### config.mk
export PLATFORM = sky130hd
export DESIGN_NAME = flash_irq_regs
export DESIGN_NICKNAME = d
export VERILOG_FILES = /design/src/rtl/flash_irq_pkg.sv /design/src/rtl/fir_cfg_reg.sv /design/src/rtl/fir_event_regs.sv /design/src/rtl/fir_cmd_gate.sv /design/src/rtl/flash_irq_regs.sv
export SDC_FILE = /design/constraint.sdc
export NUM_CORES = 1
export LEC_CHECK = 0
export ABC_AREA = 1
export BUFFER_PORTS_ARGS = -buffer_cell sky130_fd_sc_hd__buf_2
export CORE_MARGIN = 4
export CORE_UTILIZATION = 47
export DETAILED_ROUTE_END_ITERATION = 8
export PLACE_DENSITY = 0.85
export SLEW_MARGIN = 15
export SYNTH_ARGS = -nofsm -noshare
export SYNTH_HDL_FRONTEND = slang
export SYNTH_SLANG_ARGS = --single-unit
### constraint.sdc
create_clock -name clk -period 1 [get_ports clk]
set_input_delay 0.2 -clock clk [delete_from_list [all_inputs] [get_ports clk]]
set_output_delay 0.2 -clock clk [all_outputs]
set_load 0.1 [all_outputs]
### src/rtl/flash_irq_pkg.sv
// Shared constants and types for the flash interrupt/status register unit.
// Assumes 16-bit registers; bit positions are fixed by the host software.
package flash_irq_pkg;
    localparam int REG_W = 16;

    typedef enum logic [1:0] {
        OP_RESET = 2'd0,
        OP_ERASE = 2'd1,
        OP_PROG  = 2'd2,
        OP_LOAD  = 2'd3
    } op_kind_t;

    localparam int NUM_KINDS     = 4;
    localparam int INT_MASTER    = 15;
    localparam int INT_DONE_LO   = 4;
    localparam int ERR_CMD_BIT   = 10;
    localparam int CFG_POL_BIT   = 6;
    localparam int CFG_RDY_BIT   = 7;

    localparam logic [REG_W-1:0] CFG_RESET     = 16'h40C0;
    localparam logic [REG_W-1:0] INT_COLD      = 16'h8080;
    localparam logic [REG_W-1:0] INT_WARM      = 16'h8010;
    localparam logic [REG_W-1:0] CFG_READ_MASK = 16'hFFE0;
    localparam logic [REG_W-1:0] ERR_MASK      = 16'h3C00;
endpackage

### src/rtl/fir_cfg_reg.sv
// Configuration register: stores the host word and drives the ready output.
// Assumes a single write strobe already decoded for this register.
module fir_cfg_reg
    import flash_irq_pkg::*;
(
    input  logic             clk,
    input  logic             rst_n,
    input  logic             warm,
    input  logic             wr_en,
    input  logic [REG_W-1:0] wdata,
    output logic [REG_W-1:0] cfg_q,
    output logic             ready
);
    // Hold configuration word; reset values on cold or warm reset.
    always_ff @(posedge clk) begin
        if (!rst_n || warm) begin
            cfg_q <= CFG_RESET;
            ready <= 1'b1;
        end else if (wr_en) begin
            cfg_q <= wdata;
            ready <= wdata[CFG_RDY_BIT];
        end
    end


    // ready_follow_chk
    ready_follow_chk: assert property (@(posedge clk) disable iff (!rst_n)
        (wr_en && !warm) |=> (ready == $past(wdata[CFG_RDY_BIT])) && (cfg_q == $past(wdata)));


    // cfg_warm_chk
    cfg_warm_chk: assert property (@(posedge clk) disable iff (!rst_n)
        warm |=> (cfg_q == CFG_RESET) && ready);
endmodule

### src/rtl/fir_event_regs.sv
// Interrupt and status registers: merge host acknowledge writes with
// completion and bad-command events. The AND of a host write is applied
// first, the error auto-clear sees the AND result, event bits are ORed last.
module fir_event_regs
    import flash_irq_pkg::*;
(
    input  logic             clk,
    input  logic             rst_n,
    input  logic             warm,
    input  logic             int_wr,
    input  logic [REG_W-1:0] wdata,
    input  logic             done_valid,
    input  logic [1:0]       done_kind,
    input  logic             done_fail,
    input  logic             bad_cmd,
    output logic [REG_W-1:0] int_q,
    output logic [REG_W-1:0] stat_q
);
    logic [REG_W-1:0]     int_and;
    logic [REG_W-1:0]     stat_clr;
    logic [REG_W-1:0]     int_d;
    logic [REG_W-1:0]     stat_d;
    logic [NUM_KINDS-1:0] kind_hot;

    // Decode operation type into a one-hot flag vector.
    always_comb kind_hot = NUM_KINDS'(1) << done_kind;

    // Next-state: acknowledge AND, error auto-clear, then event set.
    always_comb begin
        int_and  = int_wr ? (int_q & wdata) : int_q;
        stat_clr = (int_wr && !int_and[INT_MASTER]) ? (stat_q & ~ERR_MASK) : stat_q;
        int_d    = int_and;
        stat_d   = stat_clr;
        if (done_valid) begin
            int_d[INT_MASTER] = 1'b1;
            int_d[INT_DONE_LO +: NUM_KINDS] = int_d[INT_DONE_LO +: NUM_KINDS] | kind_hot;
            if (done_fail) begin
                stat_d[ERR_CMD_BIT] = 1'b1;
                stat_d[ERR_CMD_BIT+1 +: NUM_KINDS-1] =
                    stat_d[ERR_CMD_BIT+1 +: NUM_KINDS-1] | kind_hot[NUM_KINDS-1:1];
            end
        end
        if (bad_cmd) begin
            int_d[INT_MASTER]   = 1'b1;
            stat_d[ERR_CMD_BIT] = 1'b1;
        end
    end

    // Register update with cold and warm reset values.
    always_ff @(posedge clk) begin
        if (!rst_n) begin
            int_q  <= INT_COLD;
            stat_q <= '0;
        end else if (warm) begin
            int_q  <= INT_WARM;
            stat_q <= '0;
        end else begin
            int_q  <= int_d;
            stat_q <= stat_d;
        end
    end


    // done_flag_chk
    done_flag_chk: assert property (@(posedge clk) disable iff (!rst_n)
        (done_valid && !warm) |=> int_q[INT_MASTER] &&
        ((int_q[INT_DONE_LO +: NUM_KINDS] & (NUM_KINDS'(1) << $past(done_kind))) != '0));


    // fail_err_chk
    fail_err_chk: assert property (@(posedge clk) disable iff (!rst_n)
        (done_valid && done_fail && !warm) |=> stat_q[ERR_CMD_BIT]);


    // ack_and_chk
    ack_and_chk: assert property (@(posedge clk) disable iff (!rst_n)
        (int_wr && !done_valid && !bad_cmd && !warm) |=> ((int_q & ~$past(wdata)) == '0));


    // err_autoclr_chk
    err_autoclr_chk: assert property (@(posedge clk) disable iff (!rst_n)
        (int_wr && !wdata[INT_MASTER] && !done_valid && !bad_cmd && !warm)
        |=> ((stat_q & ERR_MASK) == '0));


    // bad_cmd_chk
    bad_cmd_chk: assert property (@(posedge clk) disable iff (!rst_n)
        (bad_cmd && !warm) |=> int_q[INT_MASTER] && stat_q[ERR_CMD_BIT]);
endmodule

### src/rtl/fir_cmd_gate.sv
// Command gate: accepts a host command word only while no interrupt is
// pending and issues a one-cycle start pulse with the stored code.
module fir_cmd_gate
    import flash_irq_pkg::*;
(
    input  logic             clk,
    input  logic             rst_n,
    input  logic             warm,
    input  logic             cmd_wr,
    input  logic [REG_W-1:0] wdata,
    input  logic             int_busy,
    output logic [REG_W-1:0] cmd_q,
    output logic             cmd_go
);
    logic accept;

    // A write is taken only when the master interrupt flag is clear.
    always_comb accept = cmd_wr && !int_busy;

    // Store the accepted word and pulse the start output.
    always_ff @(posedge clk) begin
        if (!rst_n || warm) begin
            cmd_q  <= '0;
            cmd_go <= 1'b0;
        end else begin
            cmd_go <= accept;
            if (accept) cmd_q <= wdata;
        end
    end


    // cmd_block_chk
    cmd_block_chk: assert property (@(posedge clk) disable iff (!rst_n)
        (cmd_wr && int_busy) |=> !cmd_go);


    // cmd_pass_chk
    cmd_pass_chk: assert property (@(posedge clk) disable iff (!rst_n)
        (cmd_wr && !int_busy && !warm) |=> cmd_go && (cmd_q == $past(wdata)));
endmodule

### src/rtl/flash_irq_regs.sv
// Top of the flash interrupt/status register unit: decodes the host port,
// registers read data and forms the interrupt output from the registers.
// Assumes at most one host access per cycle and engine pulses one cycle long.
module flash_irq_regs
    import flash_irq_pkg::*;
#(
    parameter int ADDR_W   = 2,
    parameter int OFS_STAT = 0,
    parameter int OFS_INT  = 1,
    parameter int OFS_CFG  = 2,
    parameter int OFS_CMD  = 3
) (
    input  logic              clk,
    input  logic              rst_n,
    input  logic              warm_rst,
    input  logic              reg_wr,
    input  logic              reg_rd,
    input  logic [ADDR_W-1:0] reg_addr,
    input  logic [15:0]       reg_wdata,
    output logic [15:0]       reg_rdata,
    input  logic              done_valid,
    input  logic [1:0]        done_kind,
    input  logic              done_fail,
    input  logic              bad_cmd,
    output logic              cmd_go,
    output logic [15:0]       cmd_code,
    output logic              irq_out,
    output logic              ready_out
);
    localparam logic [ADDR_W-1:0] A_STAT = ADDR_W'(OFS_STAT);
    localparam logic [ADDR_W-1:0] A_INT  = ADDR_W'(OFS_INT);
    localparam logic [ADDR_W-1:0] A_CFG  = ADDR_W'(OFS_CFG);
    localparam logic [ADDR_W-1:0] A_CMD  = ADDR_W'(OFS_CMD);

    logic [REG_W-1:0] int_q, stat_q, cfg_q;
    logic             wr_int, wr_cfg, wr_cmd;
    logic [REG_W-1:0] rd_mux;

    // Host write decode per register.
    always_comb begin
        wr_int = reg_wr && (reg_addr == A_INT);
        wr_cfg = reg_wr && (reg_addr == A_CFG);
        wr_cmd = reg_wr && (reg_addr == A_CMD);
    end

    fir_cfg_reg u_cfg (
        .clk   (clk),
        .rst_n (rst_n),
        .warm  (warm_rst),
        .wr_en (wr_cfg),
        .wdata (reg_wdata),
        .cfg_q (cfg_q),
        .ready (ready_out)
    );

    fir_event_regs u_evt (
        .clk        (clk),
        .rst_n      (rst_n),
        .warm       (warm_rst),
        .int_wr     (wr_int),
        .wdata      (reg_wdata),
        .done_valid (done_valid),
        .done_kind  (done_kind),
        .done_fail  (done_fail),
        .bad_cmd    (bad_cmd),
        .int_q      (int_q),
        .stat_q     (stat_q)
    );

    fir_cmd_gate u_cmd (
        .clk      (clk),
        .rst_n    (rst_n),
        .warm     (warm_rst),
        .cmd_wr   (wr_cmd),
        .wdata    (reg_wdata),
        .int_busy (int_q[INT_MASTER]),
        .cmd_q    (cmd_code),
        .cmd_go   (cmd_go)
    );

    // Interrupt level: master flag with polarity chosen by configuration.
    always_comb irq_out = int_q[INT_MASTER] ^ ~cfg_q[CFG_POL_BIT];

    // Read multiplexer; unmapped offsets read zero.
    always_comb begin
        rd_mux = '0;
        if (reg_addr == A_STAT) rd_mux = stat_q;
        if (reg_addr == A_INT)  rd_mux = int_q;
        if (reg_addr == A_CFG)  rd_mux = cfg_q & CFG_READ_MASK;
        if (reg_addr == A_CMD)  rd_mux = cmd_code;
    end

    // Registered read data, one cycle after the strobe.
    always_ff @(posedge clk) begin
        if (!rst_n) reg_rdata <= '0;
        else if (reg_rd) reg_rdata <= rd_mux;
    end


    // rd_int_latency_chk
    rd_int_latency_chk: assert property (@(posedge clk) disable iff (!rst_n)
        (reg_rd && reg_addr == A_INT) |=> (reg_rdata == $past(int_q)));


    // stat_wr_ignored_chk
    stat_wr_ignored_chk: assert property (@(posedge clk) disable iff (!rst_n)
        (reg_wr && reg_addr == A_STAT && !done_valid && !bad_cmd && !warm_rst)
        |=> (stat_q == $past(stat_q)));
endmodule

Word level (Yosys, flattened, before mapping). Index checks and enable logic that the tools add are counted. W data, S select, Z words.

Add/sub/neg operators: 0. $mul: 0. Divide/modulo/power cells: 0. Magnitude comparators: 0. Equality and inequality tests: 3. Shifts and indexed selects: 1. Multiplexer cells: 11. Bitwise gates (word level): 6. Reduce and logical (&&, ||, !) cells: 12.

Operator list (number): $mux W16 (4); $mux W14 (2); $and A16 B16 Y16 (1); $mux W4 (3); $mux W8 (1); $logic_and A1 B1 Y1 (5); $eq A2 B2 Y1 const B (2); $or A4 B4 Y4 (1); $reduce_or A4 Y1 (1); $shl A1 B2 Y4 const A (1); $logic_not A1 Y1 (3); $or A3 B3 Y3 (1); $eq A2 B1 Y1 const B (1); $logic_not A2 Y1 (1); $not A1 Y1 (2); $reduce_or A2 Y1 (1); $logic_or A1 B1 Y1 (1); $mux W1 (1); $xor A1 B1 Y1 (1).

Flip-flop bits (word level): 70. Latch bits: 0. Memory bits (writable): 0. Memory bits (read-only): 0. Input bits: 28. Logic and storage cells: 43. Memories kept: 0.

Logic depth before layout (Yosys ltp). Gate-level depths: netlist of the first run.

Depth after elaboration: 10. Mapped depth: 8. Depth with buffers taken out: 8.

Cells and area by module. From an unflattened synthesis of the first run, not the netlist that was laid out.

Cell total of the unflattened synthesis: 444. Area, all modules: 3204.3 um2.

By module, submodules not included: flash_irq_regs (times used 1, cells an instance 160, area an instance 1012.2 um2, seq. area each 320.3 um2); fir_event_regs (times used 1, cells an instance 103, area an instance 814.5 um2, seq. area each 400.4 um2); fir_cmd_gate (times used 1, cells an instance 108, area an instance 729.4 um2, seq. area each 340.3 um2); fir_cfg_reg (times used 1, cells an instance 73, area an instance 648.1 um2, seq. area each 320.3 um2).

Least setup slack after synthesis of the first run. No wires, ideal clock.

Path kind: flip-flop to output port. From: register u_cfg.cfg_q[6]. To: output irq_out. Arrival time: 1888 ps. Slack: -1088 ps. Stages on the path, launching flop included: 2. Path buffers: 0. Path through: dfxtp_1 -> xnor2_1.

Cells in the longest elaborated chain, start to end: 2.

Ends and longest elaborated chain: start: declaration (line fir_cfg_reg.sv:11) `output logic [REG_W-1:0] cfg_q,`; start signal: assignment (line fir_cfg_reg.sv:20) `cfg_q <= wdata;`; $not A1 Y1 (line flash_irq_regs.sv:82) `always_comb irq_out = int_q[INT_MASTER] ^ ~cfg_q[CFG_POL_BIT];`; $xor A1 B1 Y1 (line flash_irq_regs.sv:82); end: declaration (line flash_irq_regs.sv:27) `output logic irq_out,`.

No other way between the ends.

Worst setup path in the final report of the first run.
From: register u_evt.int_q[15]. To: output irq_out.

Cells in the longest elaborated chain, start to end: 1.

Ends and longest elaborated chain: start: declaration (line fir_event_regs.sv:16) `output logic [REG_W-1:0] int_q,`; start signal: assignment (line fir_event_regs.sv:58) `int_q <= int_d;`; $xor A1 B1 Y1 (line flash_irq_regs.sv:82).

No other way between the ends.

==> reports/metrics.cfg, run 1 <==
[setup_path]
path_class=flop to output port
worst-path-max-fanout=2
end_kind=output port
worstSetupStartpointType=flop
cp.arrival_ps=1230
cp.required_ps=800

[yosys]
netlist_area_sq_um=2550
synth_largest_area_cell=dfxtp_1
synth_cell_types=20
synthTopCellsByArea=dfxtp_1, o21ai_0, nand2_1
synth-simple-area-share=0.191
synth-compound-area-share=0.209
yosys.area.top_type_share=0.503
synth_top_family_by_area=compound AO/OA/AOI/OAI gates
synthCells=349
avgSynthCellArea_sq_um=7.30
synth_fa_ha_area_frac=0
synth-warning-count=0
synth_nets=377
ys_seq_elements=64
muxShareOfSynthArea=0
yosysSeqAreaShare=0.503
yosys.area_share.xor_xnor=0.00344

[routing]
drt-total-wl_microns=10100
first_iter_violations=492
vias=3129
ant_nets=0
firstDrtPassIters=6
wl_per_cell_microns=19.4
viasPerCell=6.02
drc=0

[clock_tree]
cts_root_buffer=clkbuf_8
cts_made_buffers=9
h-tree-depth=3
postCtsHoldBufs=0
cts.sinks=64
cts_tree=built
cts_buffer_depth=2
clock_latency_ps=350
clk_pin_slew_ps=70

[floorplan]
core_area_sq_um=5170
io-pin-count=63
die_w_microns=81.6
start_util=0.493
dieArea_sq_um=6660
chipHeight_microns=81.6
fp-row-count=26

[final_layout]
finalNetCount=473
antennaDiodeCount=0
mostFrequentLayoutCell=nand2_1
syn_to_final_growth_pct=64.3
drive_above_1_share=0.411
layout_common_cells=nand2_1, o21ai_0, inv_1, nor2_1, buf_12
final_cells=520
utilization=0.809

[timing]
setup_ws_ps=-430
relSlewSlack=0.762
rsz0062_at_grt=true
fin_hold_ws_ps=92.8
setup_viol=58
worst_slew_pin_slew_ps=356
finalCriticalPeriod_ps=1430
period_share=1.43
hold_viol_final=0
fmax_ghz=0.699
slew_viol_final=0
clock_skew_ps=5.02

[power_and_ir_drop]
seq_power_share=0.459
switching_share=0.299
comb_power_share=0.174
finalPower_w=0.00572
clock_power_share=0.367
leakage_nw=1.75
power_density_nw_per_um2=1370
power.switching_w=0.00171
ir_worst_vdd_uv=1030
internal_power_w=0.00401

[placement]
dp_slack_ps=-199
post-dp-hpwl_microns=5700
post-place-cells=493
portBuffers=62
gp_congestion=0.955

[global_routing]
grt_first_pass_wirelength_microns=15200
grt_overflow_total=0
grt_max_degree=21
grtUsageTotal=0.311
grt_pass1_vias=3085
antenna_found_initial=0

[run]
drv_cap=0

[min_path]
hold_class=input pin to flop

[outcome]
status=finished, violations left
violations=setup timing

## stage by stage
step                      setup TNS [ps]  area [sq um]
after floorplan                    -1060          2680
after global placement             -3100          3760
after detailed placement           -6340          3760
after CTS                          -6490          4110
after global routing              -10150          4190
final                              -9060          4190
## cells in the mapped netlist
cell type	instances
clkbuf_8	1
nand2_1	60
nand4_1	4
nor2_1	42
o21ai_0	71
a31oi_1	2
xnor2_1	1
nor2_4	1
a21oi_1	30
clkbuf_1	10
nor3_1	1
nand3_1	10
inv_2	1
inv_1	43
o22ai_1	1
dfxtp_1	64
buf_1	1
nand2_4	1
o211ai_1	1
buf_2	4
## layout make-up
cell class / count / area [sq um]
clock buffer: 13 / 169
tap: 70 / 87.6
clock inverter: 3 / 15.0
inverter: 44 / 168
sequential: 64 / 1370
fill: 243 / 986
multi-input combinational: 225 / 1180
timing repair buffer: 101 / 1200
## timing repair
| action | 4_1_cts | 5_1_grt |
|---|---|---|
| setup endpoints to repair | 55 | 60 |
| gates resized for setup | 30 | 19 |
| gates cloned | 3 | 0 |
| pin swaps | 2 | 3 |
| setup buffers | 7 | 1 |
## logic make-up after synthesis
logic type | Yosys count
simple gates | 119
compound gates | 105
flops | 64
buf+inv | 60
xor+xnor | 1
## per-layer routing
layer | share of wire | global-route usage
met1 | 0.35 | 0.347
met2 | 0.47 | 0.513
met3 | 0.10 | 0.0680
met4 | 0.079 | 0.241
met5 | 0 | 0
## worst max-delay path: stages (launching register included)
cell,delay (ps)
dfxtp_2,350
buf_12,130
xnor2_4,190
buf_12,200
## sequential cells by signal, summed over array words and instances, names as in the netlist
register / cells
reg_rdata: 16
u_evt.int_q: 16
u_cmd.cmd_go: 1
u_cfg.cfg_q: 11
u_evt.stat_q: 4
u_cmd.cmd_q: 16
## power by group through the flow
stage / sequential, W / clock [W] / combinational, W
4_1_cts: 0.00262 / 0.00206 / 0.000925
5_1_grt: 0.00263 / 0.00220 / 0.00104
6_report: 0.00263 / 0.00210 / 0.000995
2_1_floorplan: 0.00292 / 0 / 0.000233
3_5_place_dp: 0.00268 / 0 / 0.000885
3_3_place_gp: 0.00267 / 0 / 0.000862
## final timing paths
check | startpoint | end | slack, ps | depth (start not counted)
worst max-delay path | u_evt.int_q[15]$_SDFF_PP1_ | irq_out | -430 | 3
worst max register to register | u_evt.int_q[15]$_SDFF_PP1_ | u_cmd.cmd_q[4]$_SDFFE_PP0P_ | -320 | 7
worst min-delay path | bad_cmd | u_evt.int_q[15]$_SDFF_PP1_ | 90 | 3
worst min register to register | u_cfg.cfg_q[9]$_SDFFE_PP0P_ | u_cfg.cfg_q[9]$_SDFFE_PP0P_ | 450 | 2
Note: power is estimated with default switching activity, not from simulation.
==> inputs of run 2 (changes only) <==
Settings changed: MAX_ROUTING_LAYER set to met4.
==> run 2 against run 1 <==
Largest cell class unchanged. The run still ends with setup timing left. Critical path depth unchanged. Sequential cell count unchanged. Routed wire length decreased by 0.20%. Clock skew decreased by 1.9 ps. Critical endpoint unchanged. Core utilization unchanged.
==> reports/metrics.cfg, run 2 (synthesis gave the netlist of run 1 again) <==
[final_layout]
fill_cells=243
antennaDiodeCount=0
reg_top3=reg_rdata x16, u_cmd.cmd_q x16, u_evt.int_q x16
mostFrequentLayoutCell=nand2_1
syn_to_final_growth_pct=64.3
layout_common_cells=nand2_1, o21ai_0, inv_1, nor2_1, buf_12
drive_above_1_share=0.411
finalNetCount=473

[routing]
wl_per_cell_microns=19.4
ant_nets=0
first_iter_violations=539
viasPerCell=6.00
firstDrtPassIters=6
drc=0
drt-total-wl_microns=10100
vias=3119

[timing]
relSlewSlack=0.771
finalCriticalPeriod_ps=1420
worst_slew_pin_slew_ps=342
setup_ws_ps=-417
fmax_ghz=0.706
period_share=1.42
hold_viol_final=0
clock_skew_ps=3.08
setup_viol=58
fin_hold_ws_ps=107
rsz0062_at_grt=true
slew_viol_final=0

[clock_tree]
clk_pin_slew_ps=70
cts_buffer_depth=2
cts_tree=built
cts.sinks=64
cts_root_buffer=clkbuf_8
clock_latency_ps=350
cts_made_buffers=9
h-tree-depth=3

[setup_path]
r2r_setup_slack_ps=-320
r2r-start=u_evt.int_q[15]$_SDFF_PP1_
reg2reg_depth=7
reg2reg_to=u_cmd.cmd_q[4]$_SDFFE_PP0P_
worstSetupStartpointType=flop
cp.arrival_ps=1220
worst-path-max-fanout=2
cp.required_ps=800
end_kind=output port
path_class=flop to output port
crit_start=u_evt.int_q[15]$_SDFF_PP1_
critPathCapture=irq_out

[outcome]
status=finished, violations left
violations=setup timing

[global_routing]
grt_overflow_total=0
grt_pass1_vias=3094
grtUsageTotal=0.317
grt_max_degree=21
antenna_found_initial=0
grt_first_pass_wirelength_microns=15200

[floorplan]
core_area_sq_um=5170
fp-row-count=26
die_w_microns=81.6
io-pin-count=63
start_util=0.493
chipHeight_microns=81.6
dieArea_sq_um=6660

[power_and_ir_drop]
leakage_nw=1.75
ir_worst_vdd_uv=1030
clock_power_share=0.365
power_density_nw_per_um2=1360
comb_power_share=0.175
seq_power_share=0.461
switching_share=0.296
finalPower_w=0.00570
power.switching_w=0.00169
internal_power_w=0.00401

[min_path]
min-delay-start=bad_cmd
hold_class=input pin to flop
hold_path_depth=3

[run]
drv_cap=0

[placement]
gp_congestion=0.973
dp_slack_ps=-199
post-dp-hpwl_microns=5700
portBuffers=62

run 2: cell counts in the layout (fill, tap and decap cells not counted):
Identical to the previous run, type by type.
run 2: cell type report:
cell class,instances,area (sq um),share of cell area
multi-input cells,225,1180,0.282
inverters,44,168,0.0400
well taps,70,87.6,0.0209
repair buffers,101,1200,0.287
flip-flops and latches,64,1370,0.326
clock buffers,13,169,0.0403
clock inverters,3,15.0,0.00359
run 2: timing repair:
action / 4_1_cts / 5_1_grt
gates cloned: 3 / 0
endpoints found under the setup margin: 55 / 60
buffers inserted: 7 / 1
pin swaps: 2 / 3
gates resized for setup: 30 / 19
hold buffers: 0 / 0
run 2: worst max-delay path, cell delays in order, from the launching register on:
cell and delay, ps:
dfxtp_2 350, buf_12 130, xnor2_4 180, buf_12 200
run 2: layer usage:
layer / GRT usage / vias to the layer above / routed length, microns
li1: - / 1321 / -
met1: 0.348 / 1415 / 3550
met2: 0.511 / 281 / 4800
met3: 0.0592 / 102 / 979
met4: 0.239 / 0 / 759
met5: - / - / 0
run 2: power by group through the flow:
stage          clock [W]  sequential, W  combinational [W]
2_1_floorplan          0        0.00292           0.000233
3_3_place_gp           0        0.00267           0.000862
3_5_place_dp           0        0.00268           0.000885
4_1_cts          0.00206        0.00262           0.000925
5_1_grt          0.00219        0.00263            0.00104
6_report         0.00208        0.00263           0.000996
run 2: how the worst min path moves through the flow:
stage	endpoint	slack, ps
after floorplan	u_evt.int_q[15]$_SDFF_PP1_	300
after global placement	u_evt.int_q[15]$_SDFF_PP1_	430
after detailed placement	u_cfg.cfg_q[9]$_SDFFE_PP0P_	440
after CTS	u_evt.int_q[15]$_SDFF_PP1_	90
after global routing	u_evt.int_q[15]$_SDFF_PP1_	100
final	u_evt.int_q[15]$_SDFF_PP1_	110
run 2: metrics by stage:
stage / util / std cells / setup TNS (ps) / instance area, sq um
finish: 0.809 / 520 / -8870 / 4190
global route: 0.809 / 520 / -10130 / 4190
CTS: 0.795 / 519 / -6490 / 4110
detailed placement: 0.727 / 493 / -6340 / 3760
global placement: 0.727 / 493 / -3100 / 3760
floorplan: - / 349 / -1060 / 2680
